[src/rtl/swz4_permute.sv]
module swz4_permute #(
  parameter int EW = 16
) (
  input  logic            clk,
  input  logic            rst_n,
  input  logic            in_valid,
  input  logic            sub_en,
  input  logic            two_src,
  input  logic            fp_mode,
  input  logic [7:0]      sel,
  input  logic [4*EW-1:0] src_a,
  input  logic [4*EW-1:0] src_b,
  output logic [4*EW-1:0] out_vec,
  output logic            out_valid
);
  localparam int VW = 4 * EW;

  logic [EW-1:0] a_l [4];
  logic [EW-1:0] b_l [4];
  logic [VW-1:0] nxt;

  for (genvar k = 0; k < 4; k++) begin : g_lane
    logic [1:0] idx;
    assign a_l[k] = src_a[k*EW +: EW];
    assign b_l[k] = src_b[k*EW +: EW];
    assign idx    = sel[2*k +: 2];
    if (k >= 2) begin : g_hi
      assign nxt[k*EW +: EW] = !sub_en ? a_l[k] : (two_src ? b_l[idx] : a_l[idx]);
    end else begin : g_lo
      assign nxt[k*EW +: EW] = !sub_en ? a_l[k] : a_l[idx];
    end
  end

  always_ff @(posedge clk) begin
    if (!rst_n) begin
      out_vec   <= '0;
      out_valid <= 1'b0;
    end else begin
      out_valid <= in_valid;
      if (in_valid) out_vec <= nxt;
    end
  end


  valid_lat_chk: assert property (@(posedge clk) disable iff (!rst_n)
    in_valid |=> out_valid);

  idle_lat_chk: assert property (@(posedge clk) disable iff (!rst_n)
    !in_valid |=> !out_valid);

  hold_chk: assert property (@(posedge clk) disable iff (!rst_n)
    !in_valid |=> $stable(out_vec));

  bypass_chk: assert property (@(posedge clk) disable iff (!rst_n)
    (in_valid && !sub_en) |=> (out_vec == $past(src_a)));

  ident_chk: assert property (@(posedge clk) disable iff (!rst_n)
    (in_valid && sub_en && !two_src && sel == 8'hE4 && (fp_mode || !fp_mode))
      |=> (out_vec == $past(src_a)));

  bcast_chk: assert property (@(posedge clk) disable iff (!rst_n)
    (in_valid && sub_en && !two_src && sel[1:0] == sel[3:2] &&
     sel[3:2] == sel[5:4] && sel[5:4] == sel[7:6])
      |=> (out_vec[0 +: EW] == out_vec[EW +: EW] &&
           out_vec[EW +: EW] == out_vec[2*EW +: EW] &&
           out_vec[2*EW +: EW] == out_vec[3*EW +: EW]));
endmodule

[config.mk]
export PLATFORM = sky130hd
export DESIGN_NAME = swz4_permute
export DESIGN_NICKNAME = d
export VERILOG_FILES = /design/src/rtl/swz4_permute.sv
export SDC_FILE = /design/constraint.sdc
export NUM_CORES = 1
export LEC_CHECK = 0
export ABC_AREA = 1
export ABC_CLOCK_PERIOD_IN_PS = 2800
export BUFFER_PORTS_ARGS = -buffer_cell sky130_fd_sc_hd__buf_2
export CAP_MARGIN = 10
export CELL_PAD_IN_SITES_DETAIL_PLACEMENT = 1
export CELL_PAD_IN_SITES_GLOBAL_PLACEMENT = 1
export CORE_MARGIN = 1
export CORE_UTILIZATION = 36
export CTS_CLUSTER_SIZE = 20
export DETAILED_ROUTE_END_ITERATION = 10
export GPL_TIMING_DRIVEN = 0
export PLACE_DENSITY = 0.95
export SETUP_SLACK_MARGIN = 0.4
export SLEW_MARGIN = 20
export SYNTH_ARGS = -nofsm -noshare
export SYNTH_HDL_FRONTEND = slang
export SYNTH_SLANG_ARGS = --single-unit
[constraint.sdc]
create_clock -name clk -period 2.8 [get_ports clk]
set_clock_uncertainty 0.05 [all_clocks]
set_input_delay 0.28 -clock clk [delete_from_list [all_inputs] [get_ports clk]]
set_output_delay 0.28 -clock clk [all_outputs]
set_load 0.03 [all_outputs]
Word-level counts from Yosys, hierarchy flattened
Index checks and enable logic that the tools add are counted.
{"block": "totals", "ff_bits": 65, "inputBits": 142, "output_inout_bits": 65}
{"block": "op_classes", "order_cmp": 4, "n_mux": 24, "bitwise_logic": 4}
{"cell": "$mux W16", "n": 18}
{"cell": "$bmux W16 S2", "n": 6}
{"cell": "$ge A3 B3 Y1 const B", "n": 4}
{"cell": "$not A2 Y3", "n": 4}

Longest topological paths before layout
{"block": "logic_depth", "word_depth": 6, "ltp_mapped": 9, "ltp_nobuf": 7}

Worst setup path before layout
Ideal clock, no wire load.
{"block": "synth_timing", "path_kind": "input port to flip-flop", "from": "input sel[3]", "to": "register out_vec[22]", "setup_ps": 128, "arrival_ps": 1126, "setup_slack_ps": 1495, "path_stages": 8, "n_path_buf": 3, "path_cell_list": "buf_4 -> or2_1 -> buf_6 -> buf_6 -> o21ai_1 -> nand2_1 -> nand2_1 -> a21oi_1"}
{"block": "synth_between", "elab_chain_len": 5}
{"item": "from (decl)", "line": "10", "text": "input logic [7:0] sel,"}
{"item": "$not A2 Y3 (implied by the code)", "line": "30", "text": "assign nxt[k*EW +: EW] = !sub_en ? a_l[k] : a_l[idx];"}
{"item": "$bmux W16 S2", "line": "30"}
{"item": "$mux W16 (implied by the code) (2 in series)", "line": "30"}
{"item": "$mux W16", "line": "30"}
{"item": "to (signal assigned)", "line": "40", "text": "if (in_valid) out_vec <= nxt;"}
{"item": "to (decl)", "line": "13", "text": "output logic [4*EW-1:0] out_vec,"}
Every way passes these cells. The select of a mux whose other input is x is not followed.
A chain may end at the register's enable or synchronous reset.

Worst setup path in the final report
{"block": "layout_timing", "from": "input sel[6]", "to": "register out_vec[57]"}
{"block": "layout_between", "elab_chain_len": 6}
{"item": "$not A2 Y3 (implied by the code) *", "line": "28", "text": "assign nxt[k*EW +: EW] = !sub_en ? a_l[k] : (two_src ? b_l[idx] : a_l[idx]);"}
{"item": "$bmux W16 S2", "line": "28"}
{"item": "$mux W16 (implied by the code) (2 in series)", "line": "28"}
{"item": "$mux W16 * (2 in series)", "line": "28"}
Every way passes the cells marked *; elsewhere a longest branch is shown, timed or not. The select of a mux whose other input is x is not followed.

==> out/results.ini <==
[drt]
avgViaCountPerCell = 5.70
routed_wl_um = 32500
drc_errors = 0
routedWlPerCell_um = 20.3
drtAntennaViolNets = 0
firstDrtPassIters = 6
drtIter0Drc = 1018
via_count = 9133

[synth]
avgSynthCellArea_um2 = 5.23
ys_warn_count = 0
synthTopCellsByArea = nand2_1 25%, dfxtp_1 21%, nand3_1 21%
yosysUniqueCellTypes = 15
synth_top_area_share_pct = 24.7
seq_area_frac_synth_pct = 21.3
syn-cell-area_um2 = 6100
ys_seq_elements = 65
synth_cells = 1166
synth_nets = 1308
synth_largest_area_cell = nand2_1

[placement]
dp.cells = 1584
place_congestion = 0.970
port_buffers = 198
place_hpwl_um = 25800
placed_cell_area_um2 = 7370

[clock_network]
clk_pin_slew_worst_paths_ns = 0.07
hold_buffers = 0
clockBufferDepth = 2
clock_latency_ns = 0.36
h-tree-depth = 3
postCtsSetupBuffers = 0
cts_buffers = 9
cts_resized = 0
cts_tree = done
cts-root-buf = clkbuf_16
cts_sinks = 65

[power]
powerDensity_nw_per_um2 = 450
power.total_mw = 3.45
ir_drop_uv = 338
leakage_nw = 4.29

[sta]
setup_viol = 0
finalHoldViolCount = 0
period_share_pct = 56.7
worstMarginPinSlew_ns = 0.776
rsz0062_at_grt = no
slew_headroom_pct = 48.2
finalSetupTns_ns = 0
fmax_ghz = 0.630
drv_slew = 0
fin_crit_ns = 1.59

[layout]
layoutNonFillerInstCount = 1601
layout_common_cells = 401 x nand2_1, 256 x nand3_1, 237 x buf_2
final_area_um2 = 7670
area_growth_pct = 25.7
drive_above_1_share_pct = 18.9
final_util_pct = 46.2
final_common_cell = nand2_1
layout.nets = 1517

[min_path]
hold_path.class = in2reg

[grt]
grt_pass1_vias = 9044
grt_max_degree = 13
track_usage_pct = 37.1
overflow = 0
grt_pass1_wl_um = 50100
antenna_found_initial = 1

[setup_path]
critPathArrivalTime_ns = 1.78
required_ns = 2.99
critical_path_class = in2reg
worst_setup_path_start_kind = input pin
path_max_fanout = 10
endpoint_kind = flip-flop

[floorplan]
num_rows = 47
top_level_ports = 207
start_util_pct = 36.8
die_x_um = 132
core_area_um2 = 16600
fp.dieH_um = 132
dieArea_um2 = 17500

[outcome]
outcome = finished clean

[run]
maxCapViolations = 0

[power by group]
| group | internal, mW | total (mW) | switching [mW] |
|---|---|---|---|
| Sequential | 0.999 | 1.04 | 0.0423 |
| Clock | 0.693 | 1.19 | 0.492 |
| Combinational | 0.365 | 1.22 | 0.859 |
[critical path, cell delays in order]
cell	delay, ns
buf_2	0.12
inv_2	0.16
clkbuf_1	0.62
nand2_1	0.10
nand3_1	0.10
nand3_1	0.17
nand3_1	0.15
a21oi_1	0.07
[routing by layer]
metal  vias up  track usage, %  wire length, um
li1       4168               -                -
met1      4240            47.1            12800
met2       584            58.2            14200
met3       141            8.30             3560
met4         0            20.6             1880
met5         -               0                0
[cell usage after synthesis (all sizes together)]
cell,n
or2,1
nand3,256
dfxtp,65
clkbuf,46
buf,49
o21ai,98
nand2,401
a21oi,112
inv,138
[per-stage QoR]
step / setup WS [ns] / hold WS [ns]
after detailed placement: 0.952 / 0.461
after global routing: 1.13 / 0.237
final: 1.21 / 0.220
after CTS: 1.30 / 0.221
after global placement: 0.962 / 0.455
after floorplan: 1.50 / 0.428
[flip-flops by register name, summed over array words and instances, names as in the netlist]
name       cells
out_vec       64
out_valid      1
[worst paths after layout]
kind / startpoint / endpoint / slack, ns / cells after the start
worst max-delay path: sel[6] / out_vec[57]$_SDFFE_PN0P_ / 1.21 / 8
worst min-delay path: src_a[34] / out_vec[34]$_SDFFE_PN0P_ / 0.22 / 3
worst max register to register: out_vec[4]$_SDFFE_PN0P_ / out_vec[4]$_SDFFE_PN0P_ / 2.01 / 2
worst min register to register: out_vec[27]$_SDFFE_PN0P_ / out_vec[27]$_SDFFE_PN0P_ / 0.48 / 2
[logic make-up after synthesis]
family	synth area share, %
AND/OR/NAND/NOR	45.8
buffers and inverters	15.6
AO/OA/AOI/OAI	17.3
flip-flops	21.3
[layout make-up]
class | instances | area (um^2)
tap | 220 | 275
sequential | 65 | 1300
inverter | 138 | 518
timing repair buffer | 198 | 991
buffer | 95 | 432
fill | 2501 | 8920
clock buffer | 10 | 229
antenna | 1 | 2.50
clock inverter | 6 | 67.6
multi-input combinational | 868 | 3850
(Power assumes the default switching activity.)
